$ cat src/rtl/prog_pulse_seq.sv
module prog_pulse_seq #(
  parameter int ADDR_W       = 15,
  parameter int DATA_W       = 8,
  parameter int TICKS_PER_MS = 1000,
  parameter int MAX_PULSES   = 25,
  parameter int OVER_MULT    = 3,
  localparam int CNT_W       = $clog2(MAX_PULSES + 1),
  localparam int TW          = $clog2(OVER_MULT * MAX_PULSES * TICKS_PER_MS + 1)
) (
  input  logic              clk,
  input  logic              rst_n,
  input  logic              start,
  input  logic [ADDR_W-1:0] addr_in,
  input  logic [DATA_W-1:0] data_in,
  input  logic [DATA_W-1:0] verify_data,
  output logic [ADDR_W-1:0] prog_addr,
  output logic [DATA_W-1:0] prog_data,
  output logic              prog_pulse,
  output logic              verify_en,
  output logic              busy,
  output logic              done,
  output logic              fail,
  output logic [CNT_W-1:0]  pulse_count
);

  typedef enum logic [2:0] {
    ST_IDLE, ST_PULSE, ST_CHECK, ST_OVER, ST_FCHECK, ST_DONE, ST_FAIL
  } st_t;

  st_t             st;
  logic [TW-1:0]   timer;
  logic [CNT_W-1:0] n;

  localparam logic [TW-1:0] ONE_MS  = TW'(TICKS_PER_MS - 1);
  localparam logic [TW-1:0] OVER_MS = TW'(OVER_MULT * TICKS_PER_MS);

  wire match    = (verify_data == prog_data);
  wire idle_ish = (st == ST_IDLE) || (st == ST_DONE) || (st == ST_FAIL);
  wire tdone    = (timer == '0);

  assign prog_pulse  = (st == ST_PULSE) || (st == ST_OVER);
  assign verify_en   = (st == ST_CHECK) || (st == ST_FCHECK);
  assign busy        = !idle_ish;
  assign done        = (st == ST_DONE);
  assign fail        = (st == ST_FAIL);
  assign pulse_count = n;

  always_ff @(posedge clk) begin
    if (!rst_n) begin
      st        <= ST_IDLE;
      timer     <= '0;
      n         <= '0;
      prog_addr <= '0;
      prog_data <= '0;
    end else begin
      unique case (st)
        ST_IDLE, ST_DONE, ST_FAIL: begin
          if (start) begin
            prog_addr <= addr_in;
            prog_data <= data_in;
            n         <= '0;
            timer     <= ONE_MS;
            st        <= ST_PULSE;
          end
        end
        ST_PULSE: begin
          if (tdone) begin
            n  <= n + 1'b1;
            st <= ST_CHECK;
          end else begin
            timer <= timer - 1'b1;
          end
        end
        ST_CHECK: begin
          if (match) begin
            timer <= OVER_MS * TW'(n) - 1'b1;
            st    <= ST_OVER;
          end else if (n >= CNT_W'(MAX_PULSES)) begin
            st <= ST_FAIL;
          end else begin
            timer <= ONE_MS;
            st    <= ST_PULSE;
          end
        end
        ST_OVER: begin
          if (tdone) st <= ST_FCHECK;
          else       timer <= timer - 1'b1;
        end
        ST_FCHECK: st <= match ? ST_DONE : ST_FAIL;
        default:   st <= ST_IDLE;
      endcase
    end
  end

endmodule

$ cat config.mk
export PLATFORM = sky130hd
export DESIGN_NAME = prog_pulse_seq
export DESIGN_NICKNAME = d
export VERILOG_FILES = /design/src/rtl/prog_pulse_seq.sv
export SDC_FILE = /design/constraint.sdc
export NUM_CORES = 1
export LEC_CHECK = 0
export CORE_ASPECT_RATIO = 1.25
export CORE_MARGIN = 8
export CORE_UTILIZATION = 45
export CTS_CLUSTER_DIAMETER = 40
export DETAILED_ROUTE_END_ITERATION = 7
export PLACE_DENSITY = 0.7
export SYNTH_ARGS = -nofsm -noshare
export SYNTH_HDL_FRONTEND = slang
export SYNTH_SLANG_ARGS = --single-unit
$ cat constraint.sdc
create_clock -name clk -period 10.1 [get_ports clk]
set_clock_uncertainty 0.1 [all_clocks]
set_input_delay 2.525 -clock clk [delete_from_list [all_inputs] [get_ports clk]]
set_output_delay 2.525 -clock clk [all_outputs]
set_load 0.005 [all_outputs]
==> results by group <==
Finish
  – Layout cells sized above 1: 3.00%
  – Syn-to-layout area delta: 20.9%
  – Fin nets: 607
  – Design area: 4490 um2
  – ANT cells: 0
  – Final core utilization: 55.2%

Logic synthesis
  – Syn nets: 556
  – Ys Warns: 0
  – Synth Area in Adders: 15.6%
  – Post-synthesis sequential area ratio: 25.8%
  – Cell variety after synth: 55
  – Syn Inst Count: 481
  – Ys async rst share: 0%
  – Ranking of synthesized cells by area: dfxtp_1 26%, ha_1 11%, a21oi_1 7.3%, nand2_1 7.0%, xnor2_1 4.9%
  – Simple-gate share of the synthesized area: 24.3%
  – EDFF count, synth: 0
  – Top cell type's share of synthesized area: 25.8%
  – Mux cell area share after synthesis: 0.539%
  – Syn avg cell area: 7.73 um2
  – Synth Cell Area: 3720 um2
  – Post-Synth XOR/XNOR Area: 6.60%
  – Cell accounting for the most synthesized area: dfxtp_1
  – Post-synthesis compound-gate area fraction: 21.6%
  – Main synth FF type: dfxtp_1
  – Largest family of logic cells by synthesized area: simple AND/OR/NAND/NOR gates
  – Synth Register Bits: 48

Floorplan
  – Die X-Extent: 97.3 um
  – Starting density of the core: 45.6%
  – I/O pins: 67
  – Core Area: 8150 um2
  – Rows: 37
  – Die area: 11400 um2
  – Die Span Y: 118 um

Detailed routing
  – DR DRC count: 0
  – WL met1: 3990 um
  – Vias: 3662
  – Routed wl met2: 5270 um
  – Total Routed Length: 10100 um
  – Antenna-violating nets left: 0
  – Starting DRT DRC Count: 235
  – 1st-pass router iterations: 4
  – Vias/cell: 5.81
  – Met3 WL: 422 um
  – Max layer used: met4
  – Drt wl/cell: 16.0 um

Clocking
  – Clk_lat worst skew: 0.32 ns
  – CTS tree: built
  – Maximum clock path buffer count: 2
  – CTS root buf: clkbuf_8
  – Clk sinks: 48
  – CTS Buf Count: 5
  – Post-CTS Resized: 0
  – Post-CTS Setup Bufs: 0
  – Post-CTS Hold Buffers: 0
  – H-tree Lvls: 2
  – Clock Pin Slew Worst Setup and Hold Paths: 0.09 ns

GRT
  – Overflow after GRT: 0
  – Initial antenna violation count: 0
  – Largest net degree at the start of global routing: 36
  – Vias in the first global route: 3570
  – First-pass GRT wire length: 17000 um
  – GRT Resource Usage Total: 17.5%

Timing
  – Setup violators final: 0
  – TNS Setup: 0 ns
  – Final Hold Viols: 0
  – Maximum clock frequency: 0.202 GHz
  – Slew @ Worst Pin: 0.993 ns
  – Final period utilization: 49.1%
  – Unrepaired setup endpoints after global routing: false
  – Final min period: 4.96 ns
  – Final WS setup: 5.14 ns
  – Normalized max-slew margin: 33.4%
  – Max-slew violation count: 0

Worst hold path
  – WHS Path Cells: 2
  – Hold crit path type: reg -> reg
  – Beginning of the worst hold path: prog_addr[9]
  – Worst Hold End: prog_addr[9]

Worst setup path
  – Crit Path Max Fanout: 9
  – Crit Path Class: in -> reg
  – R2R cell count: 13
  – Reg2reg setup slack: 5.35 ns
  – Worst r2r src: pulse_count[3]
  – R2R Path End: timer[15]
  – CP Data Required Time: 10.21 ns
  – CP endpoint kind: register
  – Type of origin of the critical path: primary input
  – Crit path DAT: 5.07 ns

Run status
  – Status: complete, no violations

Placed design
  – Placed cell areas: 4400 um2
  – IO Port Bufs: 66
  – Placer Congestion: 0.985
  – Final HPWL DP: 7850 um
  – Setup WS pre-CTS: 4.83 ns

Pwr
  – Peak supply drop: 0.000106 V
  – LEAKAGE: 1.83 nW
  – Pwr Density: 137 nW/um2
  – Tot Pwr: 0.000616 W

Run
  – Max-cap violations: 0
[power by group]
group          leakage [nW]  switching, W  internal (W)
Combinational          1.39      0.000131      0.000110
Sequential            0.393     0.0000326      0.000217
Clock                0.0434     0.0000696     0.0000555
Total                  1.83      0.000233      0.000383
[through the flow]
stage	hold WS (ns)	std cells
2_1_floorplan	0.337	481
3_3_place_gp	0.342	622
3_5_place_dp	0.346	622
4_1_cts	0.359	630
5_1_grt	0.370	630
6_report	0.356	630
[state kept, by name, summed over array words and instances, names as in the netlist]
register,count
pulse_count,5
prog_addr,15
prog_data,8
st,3
timer,17
[cell usage after synthesis (all sizes together), types with 2 or more instances]
| cell type | instances |
|---|---|
| ha | 32 |
| a221oi | 2 |
| nand3b | 4 |
| and3 | 4 |
| xnor2 | 21 |
| mux2i | 2 |
| a31oi | 5 |
| o21ai | 33 |
| or4 | 7 |
| buf | 4 |
| and2 | 5 |
| xor2 | 7 |
| fa | 9 |
| nor2 | 26 |
| o211ai | 7 |
| nand4 | 5 |
| inv | 24 |
| nor2b | 4 |
| o31ai | 2 |
| and4 | 3 |
| nor3b | 3 |
| nand3 | 16 |
| or2 | 2 |
| nor4 | 6 |
| o2111ai | 3 |
| a21oi | 54 |
| or3 | 5 |
| clkbuf | 19 |
| nor3 | 11 |
| nand2 | 69 |
| o221ai | 3 |
| a21o | 4 |
| dfxtp | 48 |
| o21a | 4 |
| o22ai | 2 |
| a22oi | 2 |
| nand2b | 8 |
| o211a | 2 |
[routing by layer]
metal,GRT usage (%),up-vias
met3,3.05,25
met2,32.4,93
li1,-,1812
met5,0,-
met4,8.64,0
met1,18.5,1732
[placed cells by master (no fill, tap or decap), types with 4 or more instances in the layout]
cell type / instances
ha_1: 32
dfxtp_1: 48
nand3b_1: 4
and2_1: 5
clkdlybuf4s50_1: 66
o21a_1: 4
inv_1: 24
nor2_1: 25
or4_1: 7
clkbuf_8: 6
o211ai_1: 7
nand3_1: 16
a21oi_1: 54
nand2b_1: 8
nor2b_1: 4
nand4_1: 5
a21o_1: 4
and3_1: 4
o21ai_0: 31
a31oi_1: 5
or3_1: 5
fa_1: 9
xor2_1: 7
nand2_1: 69
nor4_1: 6
nor3_1: 11
xnor2_1: 21
[logic make-up after synthesis]
family          Yosys count
flops                    48
buf+inv                  48
mux                       2
compound gates          133
xor+xnor                 28
fa+ha+maj                41
simple gates            181
[worst max path at each step]
stage	startpoint	endpoint	slack, ns
finish	verify_data[0]	timer[15]	5.14
global route	verify_data[2]	timer[15]	4.90
CTS	verify_data[0]	timer[15]	5.14
detailed placement	verify_data[6]	timer[15]	4.83
global placement	verify_data[7]	timer[15]	4.98
floorplan	verify_data[3]	timer[15]	5.60
[critical path, stage by stage]
cell and delay [ns]:
clkdlybuf4s50_1 0.48, xnor2_1 0.13, nand4_1 0.15, or2_2 0.38, nor2_1 0.47, nand2_1 0.21
or4b_2 0.64, o221ai_1 0.09
[layout make-up]
type	instances	area [um2]
repair buffers	67	668
inverters	25	93.8
well taps	97	121
flip-flops and latches	48	961
clock inverters	2	15.0
multi-input cells	385	2550
fillers	774	3650
clock buffers	6	82.6
No activity file was read; power rests on OpenSTA's default activity.
